===== config.mk =====
export PLATFORM = sky130hd
export DESIGN_NAME = ebus_ctrl
export DESIGN_NICKNAME = d
export VERILOG_FILES = /design/src/rtl/ebus_pkg.sv /design/src/rtl/ebus_clkgen.sv /design/src/rtl/ebus_zone_regs.sv /design/src/rtl/ebus_seq.sv /design/src/rtl/ebus_ctrl.sv
export SDC_FILE = /design/constraint.sdc
export NUM_CORES = 1
export LEC_CHECK = 0
export BUFFER_PORTS_ARGS = -buffer_cell sky130_fd_sc_hd__buf_2
export CAP_MARGIN = 20
export CORE_ASPECT_RATIO = 0.75
export CORE_MARGIN = 2
export CORE_UTILIZATION = 49
export DETAILED_ROUTE_END_ITERATION = 8
export PLACE_DENSITY = 0.72
export SLEW_MARGIN = 10
export SYNTH_ARGS = -nofsm -noshare
export SYNTH_HDL_FRONTEND = slang
export SYNTH_HIERARCHICAL = 1
export SYNTH_SLANG_ARGS = --single-unit

===== constraint.sdc =====
create_clock -name clk -period 8.7 [get_ports clk]
set_input_delay 2.61 -clock clk [delete_from_list [all_inputs] [get_ports clk]]
set_output_delay 2.61 -clock clk [all_outputs]
set_load 0.01 [all_outputs]

===== src/rtl/ebus_pkg.sv =====
package ebus_pkg;
  localparam int LEAD_W  = 2;
  localparam int ACT_W   = 3;
  localparam int TRAIL_W = 2;
  localparam int ZSEL_W  = 3;
  localparam int CNT_W   = ACT_W + 1;

  typedef struct packed {
    logic [TRAIL_W-1:0] trail;
    logic [ACT_W-1:0]   act;
    logic [LEAD_W-1:0]  lead;
  } phase_set_t;

  typedef struct packed {
    logic       dbl;
    logic       rdy_en;
    phase_set_t wr;
    phase_set_t rd;
  } zone_cfg_t;

  localparam int SET_W = $bits(phase_set_t);
  localparam int CFG_W = $bits(zone_cfg_t);
  localparam zone_cfg_t CFG_RESET = zone_cfg_t'({2'b00, {(2*SET_W){1'b1}}});

  typedef enum logic [2:0] {
    PH_IDLE,
    PH_LEAD,
    PH_ACT,
    PH_TRAIL,
    PH_DONE
  } phase_t;
endpackage


===== src/rtl/ebus_clkgen.sv =====
module ebus_clkgen #(
  parameter int REF_W = 2
) (
  input  logic clk,
  input  logic rst,
  input  logic tim_half_i,
  input  logic out_half_i,
  input  logic out_off_i,
  output logic tick_o,
  output logic clkout_o
);
  logic [REF_W-1:0] ref_q;
  logic             tog;

  always_ff @(posedge clk) begin
    if (rst) ref_q <= '0;
    else     ref_q <= ref_q + 1'b1;
  end

  // timing tick: every 2 clk, or every 4 clk in half mode
  assign tick_o = tim_half_i ? (ref_q == '1) : ref_q[0];

  always_comb begin
    if (tim_half_i) tog = out_half_i ? (ref_q == '1) : ref_q[0];
    else            tog = out_half_i ? ref_q[0] : 1'b1;
  end

  always_ff @(posedge clk) begin
    if (rst || out_off_i) clkout_o <= 1'b0;
    else if (tog)         clkout_o <= ~clkout_o;
  end
endmodule


===== src/rtl/ebus_zone_regs.sv =====
module ebus_zone_regs import ebus_pkg::*; #(
  parameter int NZ = 5,
  parameter logic [NZ*ZSEL_W-1:0] ZMAP = {3'd7, 3'd6, 3'd2, 3'd1, 3'd0}
) (
  input  logic                  clk,
  input  logic                  rst,
  input  logic                  cfg_we_i,
  input  logic [ZSEL_W-1:0]     cfg_zone_i,
  input  zone_cfg_t             cfg_word_i,
  output zone_cfg_t [NZ-1:0]    zcfg_o
);
  for (genvar k = 0; k < NZ; k++) begin : g_zone
    always_ff @(posedge clk) begin
      if (rst)
        zcfg_o[k] <= CFG_RESET;
      else if (cfg_we_i && (cfg_zone_i == ZMAP[k*ZSEL_W +: ZSEL_W]))
        zcfg_o[k] <= cfg_word_i;
    end
  end
endmodule


===== src/rtl/ebus_seq.sv =====
module ebus_seq import ebus_pkg::*; #(
  parameter int ADDR_W = 19,
  parameter int DATA_W = 16,
  parameter int NZ     = 5,
  parameter logic [NZ*ZSEL_W-1:0] ZMAP = {3'd7, 3'd6, 3'd2, 3'd1, 3'd0}
) (
  input  logic              clk,
  input  logic              rst,
  input  logic              tick_i,
  input  logic              req_i,
  input  logic              req_wr_i,
  input  logic [ZSEL_W-1:0] req_zone_i,
  input  logic [ADDR_W-1:0] req_addr_i,
  input  logic [DATA_W-1:0] req_wdata_i,
  input  zone_cfg_t [NZ-1:0] zcfg_i,
  input  logic              rdy_i,
  input  logic [DATA_W-1:0] rd_data_i,
  output logic              ack_o,
  output logic [DATA_W-1:0] rdata_o,
  output logic [NZ-1:0]     cs_n_o,
  output logic              rd_n_o,
  output logic              wr_n_o,
  output logic              data_oe_o,
  output logic [ADDR_W-1:0] addr_o,
  output logic [DATA_W-1:0] wdata_o
);
  phase_t           st_q, st_n;
  logic [CNT_W-1:0] cnt_q, cnt_n, act_q, act_n, trl_q, trl_n;
  logic [CNT_W-1:0] l_eff, a_eff, t_eff;
  logic [NZ-1:0]    hit_q, hit_n, hit_dec;
  logic             wr_q, wr_n, ren_q, ren_n, accept, cap, busy_n;
  zone_cfg_t        sel;
  phase_set_t       ts;

  always_comb begin
    sel = '0;
    for (int k = 0; k < NZ; k++) begin
      hit_dec[k] = (req_zone_i == ZMAP[k*ZSEL_W +: ZSEL_W]);
      if (hit_dec[k]) sel = zcfg_i[k];
    end
    ts    = req_wr_i ? sel.wr : sel.rd;
    l_eff = CNT_W'(ts.lead) << sel.dbl;
    a_eff = ((ts.act == '0) ? CNT_W'(1) : CNT_W'(ts.act)) << sel.dbl;
    t_eff = CNT_W'(ts.trail) << sel.dbl;
  end

  assign accept = (st_q == PH_IDLE) && tick_i && req_i;

  always_comb begin
    st_n  = st_q;
    cnt_n = cnt_q;
    hit_n = hit_q;
    wr_n  = wr_q;
    act_n = act_q;
    trl_n = trl_q;
    ren_n = ren_q;
    cap   = 1'b0;
    case (st_q)
      PH_IDLE: if (accept) begin
        hit_n = hit_dec;
        wr_n  = req_wr_i;
        act_n = a_eff;
        trl_n = t_eff;
        ren_n = sel.rdy_en;
        if (hit_dec == '0)      st_n = PH_DONE;
        else if (l_eff != '0) begin st_n = PH_LEAD; cnt_n = l_eff; end
        else                  begin st_n = PH_ACT;  cnt_n = a_eff; end
      end
      PH_LEAD: if (tick_i) begin
        if (cnt_q == CNT_W'(1)) begin st_n = PH_ACT; cnt_n = act_q; end
        else cnt_n = cnt_q - 1'b1;
      end
      PH_ACT: if (tick_i) begin
        if (cnt_q == CNT_W'(1)) begin
          if (!(ren_q && !rdy_i)) begin
            cap = !wr_q;
            if (trl_q != '0) begin st_n = PH_TRAIL; cnt_n = trl_q; end
            else st_n = PH_DONE;
          end
        end else cnt_n = cnt_q - 1'b1;
      end
      PH_TRAIL: if (tick_i) begin
        if (cnt_q == CNT_W'(1)) st_n = PH_DONE;
        else cnt_n = cnt_q - 1'b1;
      end
      default: st_n = PH_IDLE;
    endcase
  end

  assign busy_n = (st_n == PH_LEAD) || (st_n == PH_ACT) || (st_n == PH_TRAIL);

  always_ff @(posedge clk) begin
    if (rst) begin
      st_q      <= PH_IDLE;
      cnt_q     <= '0;
      act_q     <= '0;
      trl_q     <= '0;
      hit_q     <= '0;
      wr_q      <= 1'b0;
      ren_q     <= 1'b0;
      cs_n_o    <= '1;
      rd_n_o    <= 1'b1;
      wr_n_o    <= 1'b1;
      data_oe_o <= 1'b0;
      ack_o     <= 1'b0;
      rdata_o   <= '0;
      addr_o    <= '0;
      wdata_o   <= '0;
    end else begin
      st_q      <= st_n;
      cnt_q     <= cnt_n;
      act_q     <= act_n;
      trl_q     <= trl_n;
      hit_q     <= hit_n;
      wr_q      <= wr_n;
      ren_q     <= ren_n;
      cs_n_o    <= busy_n ? ~hit_n : '1;
      rd_n_o    <= !((st_n == PH_ACT) && !wr_n);
      wr_n_o    <= !((st_n == PH_ACT) && wr_n);
      data_oe_o <= busy_n && wr_n;
      ack_o     <= (st_n == PH_DONE);
      if (accept) begin
        addr_o  <= req_addr_i;
        wdata_o <= req_wdata_i;
      end
      if (cap) rdata_o <= rd_data_i;
    end
  end
endmodule


===== src/rtl/ebus_ctrl.sv =====
module ebus_ctrl import ebus_pkg::*; #(
  parameter int ADDR_W = 19,
  parameter int DATA_W = 16,
  parameter int NZ     = 5,
  parameter logic [NZ*ZSEL_W-1:0] ZMAP = {3'd7, 3'd6, 3'd2, 3'd1, 3'd0}
) (
  input  logic              clk,
  input  logic              rst,
  input  logic              tim_half_i,
  input  logic              clkout_half_i,
  input  logic              clkout_off_i,
  input  logic              cfg_we_i,
  input  logic [ZSEL_W-1:0] cfg_zone_i,
  input  logic [CFG_W-1:0]  cfg_word_i,
  input  logic              req_i,
  input  logic              req_wr_i,
  input  logic [ZSEL_W-1:0] req_zone_i,
  input  logic [ADDR_W-1:0] req_addr_i,
  input  logic [DATA_W-1:0] req_wdata_i,
  output logic              ack_o,
  output logic [DATA_W-1:0] rdata_o,
  output logic              bus_clk_o,
  output logic [NZ-1:0]     bus_cs_n_o,
  output logic              bus_rd_n_o,
  output logic              bus_wr_n_o,
  output logic [ADDR_W-1:0] bus_addr_o,
  output logic [DATA_W-1:0] bus_wdata_o,
  output logic              bus_data_oe_o,
  input  logic [DATA_W-1:0] bus_rdata_i,
  input  logic              bus_rdy_i
);
  logic              tick;
  zone_cfg_t [NZ-1:0] zcfg;

  ebus_clkgen #(.REF_W(2)) u_clk (
    .clk       (clk),
    .rst       (rst),
    .tim_half_i(tim_half_i),
    .out_half_i(clkout_half_i),
    .out_off_i (clkout_off_i),
    .tick_o    (tick),
    .clkout_o  (bus_clk_o)
  );

  ebus_zone_regs #(.NZ(NZ), .ZMAP(ZMAP)) u_regs (
    .clk       (clk),
    .rst       (rst),
    .cfg_we_i  (cfg_we_i),
    .cfg_zone_i(cfg_zone_i),
    .cfg_word_i(zone_cfg_t'(cfg_word_i)),
    .zcfg_o    (zcfg)
  );

  ebus_seq #(.ADDR_W(ADDR_W), .DATA_W(DATA_W), .NZ(NZ), .ZMAP(ZMAP)) u_seq (
    .clk        (clk),
    .rst        (rst),
    .tick_i     (tick),
    .req_i      (req_i),
    .req_wr_i   (req_wr_i),
    .req_zone_i (req_zone_i),
    .req_addr_i (req_addr_i),
    .req_wdata_i(req_wdata_i),
    .zcfg_i     (zcfg),
    .rdy_i      (bus_rdy_i),
    .rd_data_i  (bus_rdata_i),
    .ack_o      (ack_o),
    .rdata_o    (rdata_o),
    .cs_n_o     (bus_cs_n_o),
    .rd_n_o     (bus_rd_n_o),
    .wr_n_o     (bus_wr_n_o),
    .data_oe_o  (bus_data_oe_o),
    .addr_o     (bus_addr_o),
    .wdata_o    (bus_wdata_o)
  );
endmodule


==> results of run 1 <==
[layout make-up]
cell class              instances  area [µm²]  share of cell area
multi-input cells             570        3560               0.421
flip-flops and latches        164        3280               0.389
repair buffers                150         773              0.0915
clock buffers                  19         433              0.0512
well taps                     200         250              0.0296
clock inverters                12         123              0.0145
inverters                       7        26.3             0.00311
[layout by cell type, fill, tap and decap left out, types with 3 or more instances in the layout]
cell type,n
nand2b_1,18
inv_1,7
inv_6,4
nor2b_1,10
or3b_2,3
a22oi_1,3
buf_2,141
nand2_1,96
ha_1,3
o22ai_1,5
nand3_1,9
clkbuf_16,17
o211ai_1,11
a221oi_1,3
clkinv_4,3
o21ai_0,13
mux2i_1,117
nor3_1,11
or4bb_1,3
a22o_1,5
dfxtp_1,164
mux2_2,4
or2_2,3
a211oi_1,7
a21oi_1,64
o41ai_1,3
nor2_1,130
or3_1,5
buf_4,9
nand4bb_1,3
[flip-flops by register name, indices dropped and copies added, names as in the netlist]
signal / count
u_regs/zcfg_o: 80
u_seq/ack_o: 1
u_seq/cs_n_o: 5
u_seq/wdata_o: 16
u_seq/rdata_o: 16
u_seq/act_q: 4
u_seq/wr_q: 1
u_clk/ref_q: 2
u_seq/wr_n_o: 1
u_clk/clkout_o: 1
u_seq/addr_o: 19
u_seq/hit_q: 5
u_seq/st_q: 3
u_seq/ren_q: 1
u_seq/rd_n_o: 1
u_seq/trl_q: 3
u_seq/data_oe_o: 1
u_seq/cnt_q: 4
[worst max-delay path by stage]
stage | end | depth (start not counted) | slack [ns] | startpoint
2_1_floorplan | u_seq/cnt_q[1] | 7 | 3.99 | req_zone_i[2]
3_3_place_gp | u_seq/cnt_q[1] | 7 | 3.36 | req_zone_i[0]
3_5_place_dp | u_seq/rd_n_o | 7 | 3.26 | req_zone_i[0]
4_1_cts | u_seq/rd_n_o | 7 | 3.70 | req_zone_i[0]
5_1_grt | u_seq/rd_n_o | 7 | 3.51 | req_zone_i[0]
6_report | u_seq/rd_n_o | 7 | 3.63 | req_zone_i[0]
[kinds of logic after synthesis]
group                    synth area share
buffers and inverters              0.0434
flip-flops                          0.460
AO/OA/AOI/OAI                       0.117
AND/OR/NAND/NOR                     0.200
XOR/XNOR                          0.00245
multiplexers                        0.172
adder cells (fa/ha/maj)           0.00526
[stage by stage]
stage	setup WS [ns]	power [µW]	cells
finish	3.63	1640	1122
global route	3.51	1710	1122
CTS	3.70	1650	1122
detailed placement	3.26	947	1091
global placement	3.36	945	1091
floorplan	3.99	896	797
[worst min-delay path: cells and delay by family, from the launching register on]
kind	cells	cell delay, ns
flip-flops	1	0.31
AO/OA/AOI/OAI	1	0.05
AND/OR/NAND/NOR	1	0.05
[layer usage]
layer	vias to the layer above	share of wire	GRT usage
met5	-	0	0
met2	170	0.44	0.326
met4	0	0.010	0.0560
li1	2984	-	-
met1	2822	0.49	0.313
met3	14	0.065	0.0589
[power groups by stage]
stage | clock, µW | combinational (µW) | sequential [µW]
finish | 710 | 151 | 780
global route | 756 | 167 | 782
CTS | 723 | 151 | 780
detailed placement | 0 | 150 | 797
global placement | 0 | 148 | 797
floorplan | 0 | 99.3 | 797
==> impl_results.md, run 1 <==
- Status: finished clean
- Clock Root Buffer: clkbuf_16
- Max IR drop VDD: 145 µV
- Post-synth top area share: 0.460
- FF+latch count, synth: 164
- Layout cells sized above 1: 0.214
- CTS H-tree depth: 4
- Least-Margin Pin Slew: 0.926 ns
- Final net count: about 1000
- Clk slew on worst S/H paths: 0.07 ns
- N_diodes: 0
- Resized cells post-CTS: 0
- Worst-path fanout max: between 40 and 50
- Most common cell in the netlist: dfxtp_1
- Core area: about 14000 µm²
- TNS Setup: 0 ns
- Hold Crit Class: reg -> reg
- Clk sinks: 164
- # setup viols final: 0
- Initial antenna violation count: 0
- Tcrit/Tclk final: 0.582
- Cell Area, Placed: 7890 µm²
- Top post-synthesis cells by count: dfxtp_1 (164), nor2_1 (131), mux2i_1 (117), nand2_1 (96), a21oi_1 (64)
- Post-route DRC: 0
- CTS tree: yes
- Row cnt: 38
- Final instance area: roughly 8400 µm²
- Mapped Area: 7140 µm²
- Combinational Power Share: 0.092
- Critical path class: in -> reg
- Area delta synth->final: 18.3%
- CTS max path bufs: 2
- I/O pin total: 143
- Main synth FF type: dfxtp_1
- Total GRT Usage: 0.218
- Final Hold Vio Count: 0
- Placer Congestion: 0.814
- Setup crit end kind: flip-flop
- DR iter-0 viols: 425
- Crit path cell chain: buf_2 > mux2i_1 > nor2_1 > o41ai_1 > o22ai_1 > a2111oi_0 > nand3_1
- DRT antenna net count: 0
- Setup crit start kind: input port
- # hold bufs at CTS: 0
- FMAX: about 200 MHz
- First-pass GRT wire length: 26900 µm
- Post-synth net total: 882
- Wirelength, routed: 17200 µm
- Flop-to-flop setup slack: 5.79 ns
- Leakage: 0.00380 µW
- Worst path buffer plus inverter count: 1
- RSZ-0062 raised after global routing: false
- Drt pass-1 iters: 5
- Critical Path RT: 8.98 ns
- Critical path's slowest cell: buf_2
- Hold path start: u_seq/addr_o[16]
- Crit path arrival time: roughly 5.3 ns
- Asr flop ratio synth: 0
- Die Span X: 143 µm
- Switching share of power: 0.251
- Post-CTS setup buffers: 0
- RR Startpoint: u_clk/ref_q[0]
- Reg2reg end: u_seq/rd_n_o
- Post-synth EDFFs: 0
- Via count of the routed design: 5990
- Psw: 413 µW
- Worst slew margin: 0.383
- Worst-Skew Late Latency: 0.41 ns
- Vias in the first global route: 5322
- Die ar.: between 15000 and 20000 µm²
- Max-slew violation count: 0
- Tmin final: 5.07 ns
- Clock skew: 0.0106 ns
- Syn_area_per_cell: 8.96 µm²
- Util after Layout: 0.588
- Seq/Total Area, Yosys: 0.460
- HPWL Detailed: 11600 µm
- Post-Synthesis Cells: 797
- Yosys cell types: 62
- Vias per cell: between 5 and 6
- Clock power share: 0.433
- Worst hold endpoint: u_seq/addr_o[16]
- Synth area leader: dfxtp_1
- Starting Density: 0.497
- Fill cell count: 1300
- Sequential Power Share: 0.475
- Pwr Density: 194 nW/µm²
- WHS: between 0.4 and 0.5 ns
- Die Span Y: 109 µm
- CP peak stage delay: 0.69 ns
- WHS Path Cells: 2
- CTS Buf Count: 17
- I/O Buffers: around 140
- Pint: 1230 µW
- Largest net degree at the start of global routing: 73
- Synth warnings: 6
- R2R depth: 7
- Wire length per cell: approximately 15 µm
- Synth area leaders: dfxtp_1 (46%), mux2i_1 (16%), nor2_1 (6.9%)
- Grt ovf: 0
- Worst path top cell family by delay: compound AO/OA/AOI/OAI gates
- Maxcap violations: 0
No activity file was read; power rests on OpenSTA's default activity.
==> run 2, diff against run 1 <==
- PLACE_DENSITY: 0.72 -> 0.75
- clock period: 8.7 -> 4.25 ns (I/O delays scaled with it)
==> run 2 against run 1 <==
Effect of this change: register-to-register slack lost 4.0 ns; cell count grew 0.45%; setup slack got worse by 2.9 ns; critical path type unchanged.
==> impl_results.md, run 2 (synthesis results as in run 1) <==
- Leakage: 0.00382 µW
- Critical path class: in -> reg
- RSZ-0062 raised after global routing: false
- DRT antenna net count: 0
- First-pass GRT wire length: 27500 µm
- FMAX: 285 MHz
- Clock Root Buffer: clkbuf_16
- Clk slew on worst S/H paths: 0.07 ns
- Grt ovf: 0
- Vias in the first global route: ~5300
- Finished Layout Cells: 1127
- I/O Buffers: 142
- Clock skew: roughly 0.016 ns
- Core area: 14400 µm²
- Wirelength, routed: ~17000 µm
- Dpl ws: 0.333 ns
- # hold bufs at CTS: 0
- Worst slew margin: 0.374
- RR Startpoint: u_regs/zcfg_o[43]
- CTS H-tree depth: 4
- Area delta synth->final: 18.8%
- N_diodes: 0
- Die Span X: 143 µm
- Maxcap violations: 0
- Critical Path RT: 4.54 ns
- Die Span Y: 109 µm
- Clk sinks: ~160
- Drt pass-1 iters: 5
- Final Hold Vio Count: 0
- # setup viols final: 0
- Via count of the routed design: 6002
- Max reg flops: 80
- Placer Congestion: approximately 0.9
- Post-route DRC: 0
- Largest net degree at the start of global routing: 100
- DR iter-0 viols: around 450
- Resized cells post-CTS: 0
- Status: finished clean
- Commonest non-fill, non-tap cells in the layout: dfxtp_1 (164), buf_2 (141), nor2_1 (130)
- Initial antenna violation count: 0
- HPWL Detailed: 11700 µm
- CTS tree: yes
- Reg with most FFs: u_regs/zcfg_o
- Critical Path Start: req_zone_i[0]
- Commonest non-fill, non-tap cell in the layout: dfxtp_1
- Worst-Skew Late Latency: 0.43 ns
- Row cnt: 38
- Layout cells sized above 1: 0.218
- Vias per cell: 5.33
- Tmin final: about 3.5 ns
- Post-CTS setup buffers: 0
- CTS Buf Count: 17
- Setup crit end kind: flip-flop
- Tcrit/Tclk final: 0.826
- Placed Cells: 1096
- Setup crit start kind: input port
- Pwr Density: 398 nW/µm²
- Total GRT Usage: 0.222
- TNS Setup: 0 ns
- Hold path start: u_seq/addr_o[17]
- Final net count: 1000
- Die ar.: between 15000 and 20000 µm²
- Worst-path fanout max: 34
- Least-Margin Pin Slew: 0.939 ns
- CTS max path bufs: 2
- Hold Crit Class: reg -> reg
- Max-slew violation count: 0
- I/O pin total: approximately 140
- Crit path arrival time: 3.80 ns
- Wire length per cell: between 15 and 20 µm
- Top Registers: u_regs/zcfg_o: 80 flops, u_seq/addr_o: 19 flops
- Max IR drop VDD: around 290 µV
- Starting Density: 0.497
- Slack of the critical path: 0.741 ns
## run 2: worst max-delay path: stages
cell and delay [ns]:
buf_2 0.53, mux2i_1 0.31, nor2_1 0.06, o41ai_1 0.63, o22ai_1 0.20, a2111oi_0 0.63
nand3_1 0.14
## run 2: cell type report
class | count | area [µm²]
tap | 200 | 250
multi-input combinational | 570 | 3560
clock buffer | 19 | 433
fill | 1285 | 5870
sequential | 164 | 3280
inverter | 7 | 26.3
timing repair buffer | 155 | 811
clock inverter | 12 | 123
## run 2: path summary, 6_finish.rpt
path         slack (ns)                to  cells past startpoint
max                0.74      u_seq/rd_n_o                      7
min                0.45  u_seq/addr_o[17]                      2
max reg2reg        1.84    u_seq/cnt_q[1]                      6
min reg2reg        0.45  u_seq/addr_o[17]                      2
## run 2: metrics by stage
step | utilization | power [µW] | cell area [µm²] | hold WS (ns)
after floorplan | - | 1830 | 7140 | 0.428
after global placement | 0.552 | 1940 | 7930 | 0.439
after detailed placement | 0.552 | 1940 | 7930 | 0.443
after CTS | 0.591 | 3390 | 8490 | 0.452
after global routing | 0.591 | 3500 | 8490 | 0.471
final | 0.591 | 3380 | 8490 | 0.451
## run 2: layer usage
layer | routed length (µm) | share of wire | GRT usage | vias to the layer above
met3 | 1080 | 0.063 | 0.0545 | 14
met1 | 8470 | 0.49 | 0.323 | 2808
met2 | 7600 | 0.44 | 0.326 | 184
met5 | 0 | 0 | 0 | -
li1 | - | - | - | 2996
met4 | 129 | 0.0075 | 0.0644 | 0
## run 2: where the power goes
part / internal, µW / total (µW) / switching (µW)
sequential: 1570 / 1600 / 23.3
clock: 814 / 1470 / 651
combinational: 127 / 312 / 185
==> run 3, diff against run 2 <==
- PLACE_DENSITY: 0.75 -> 0.72
- clock period: 4.25 -> 3.5 ns (I/O delays scaled with it)
==> run 3 against run 2 <==
Effect of this change: setup slack worse by 0.25 ns; combinational power up 27%; sequential cell count unchanged; critical endpoint unchanged; highest routed layer unchanged.
==> impl_results.md, run 3 (synthesis results as in run 1) <==
- # hold bufs at CTS: 0
- Critical path class: in -> reg
- RSZ-0062 raised after global routing: false
- Wire length per cell: about 15 µm
- CTS max path bufs: 2
- Final Power: 4280 µW
- Crit path cell chain: buf_2 > buf_4 > mux2i_1 > o211ai_1 > a21oi_1 > o22ai_1 > a2111oi_0 > nand3_1
- Core area: 14400 µm²
- Commonest non-fill, non-tap cells in the layout: dfxtp_1 (164), buf_2 (141), nor2_1 (130)
- Final net count: roughly 1000
- Final Hold Vio Count: 0
- Maxcap violations: 0
- Wirelength, routed: 17300 µm
- Leakage: between 0.003 and 0.004 µW
- Max IR drop VDD: ~340 µV
- Via count of the routed design: 6037
- Crit path arrival time: between 3 and 4 ns
- CP peak stage delay: 0.66 ns
- Die Span Y: roughly 110 µm
- CTS tree: yes
- N_diodes: 0
- DR iter-0 viols: 395
- HPWL Detailed: 11600 µm
- Starting Density: 0.497
- Top Registers: u_regs/zcfg_o: 80 flops, u_seq/addr_o: 19 flops
- CTS H-tree depth: 4
- Worst-path fanout max: 15
- Grt ovf: 0
- Die Span X: approximately 140 µm
- Setup crit start kind: input port
- CTS Buf Count: 17
- Area delta synth->final: 21.0%
- Post-CTS setup buffers: 0
- I/O Buffers: approximately 140
- Commonest non-fill, non-tap cell in the layout: dfxtp_1
- Critical Path RT: approximately 3.8 ns
- Status: finished clean
- Clk sinks: between 150 and 200
- Initial antenna violation count: 0
- FMAX: between 300 and 400 MHz
- Drt pass-1 iters: 5
- Placer Congestion: 0.847
- WHS: 0.451 ns
- Vias per cell: 5.30
- TNS Setup: 0 ns
- Resized cells post-CTS: 0
- Max reg flops: 80
- Row cnt: 38
- Die ar.: 15600 µm²
- Reg with most FFs: u_regs/zcfg_o
- Vias in the first global route: 5456
- Max-slew violation count: 0
- Total GRT Usage: 0.221
- Least-Margin Pin Slew: 0.834 ns
- Setup crit end kind: flip-flop
- Critical path's slowest cell: a2111oi_0
- Fill cell count: 1275
- Worst slew margin: 0.444
- # setup viols final: 0
- Clock skew: 0.00951 ns
- I/O pin total: roughly 140
- Worst-Skew Late Latency: 0.42 ns
- Hold Crit Class: reg -> reg
- Post-route DRC: 0
- Largest net degree at the start of global routing: 85
- Tmin final: 3.01 ns
- Clk slew on worst S/H paths: 0.06 ns
- Pwr Density: 495 nW/µm²
- Tcrit/Tclk final: 0.859
- Clock Root Buffer: clkbuf_16
- First-pass GRT wire length: approximately 28000 µm
- DRT antenna net count: 0
- Layout cells sized above 1: 0.227
[run 3: cell count changes in the layout (fill, tap and decap cells not counted), sizes merged]
cell      before  now
inv           11   13
clkinv         4    1
bufinv         1    3
clkbuf        19   20
buf          155  165
clkinvlp       3    2
[run 3: stage by stage]
| stage | util | setup slack [ns] | cell area, µm² | cells |
|---|---|---|---|---|
| after floorplan | - | 0.355 | 7140 | 797 |
| after global placement | 0.559 | 0.160 | 8030 | 1106 |
| after detailed placement | 0.559 | 0.133 | 8030 | 1106 |
| after CTS | 0.602 | 0.485 | 8640 | 1138 |
| after global routing | 0.602 | 0.312 | 8640 | 1138 |
| final | 0.602 | 0.494 | 8640 | 1138 |
[run 3: cell type report]
class | count | area (µm²) | share of cell area
multi-input cells | 570 | 3560 | 0.412
flip-flops and latches | 164 | 3280 | 0.380
repair buffers | 165 | 911 | 0.105
clock buffers | 20 | 447 | 0.0517
well taps | 200 | 250 | 0.0289
clock inverters | 12 | 168 | 0.0194
inverters | 7 | 26.3 | 0.00304
[run 3: worst max-delay path, delay by kind of cell]
kind	cells	cell delay [ns]
buffers and inverters	2	0.58
AO/OA/AOI/OAI	4	1.29
multiplexers	1	0.21
AND/OR/NAND/NOR	1	0.15
[run 3: final timing paths]
path	from	endpoint	slack (ns)	cells after the start
setup / recovery	req_zone_i[0]	u_seq/rd_n_o	0.49	8
hold / removal	u_seq/wdata_o[10]	u_seq/wdata_o[10]	0.45	2
setup reg to reg	u_regs/zcfg_o[43]	u_seq/cnt_q[1]	1.12	6
hold reg to reg	u_seq/wdata_o[10]	u_seq/wdata_o[10]	0.45	2
[run 3: per-layer routing]
layer	vias up	global-route usage	share of wire
met1	2784	0.321	0.49
li1	3021	-	-
met5	-	0	0
met4	0	0.0560	0.010
met3	22	0.0531	0.066
met2	210	0.331	0.44
[run 3: power by group]
part / internal, µW / switching, µW / total [µW]
logic: 166 / 230 / 397
clock network: 1160 / 784 / 1940
registers: 1910 / 27.7 / 1940
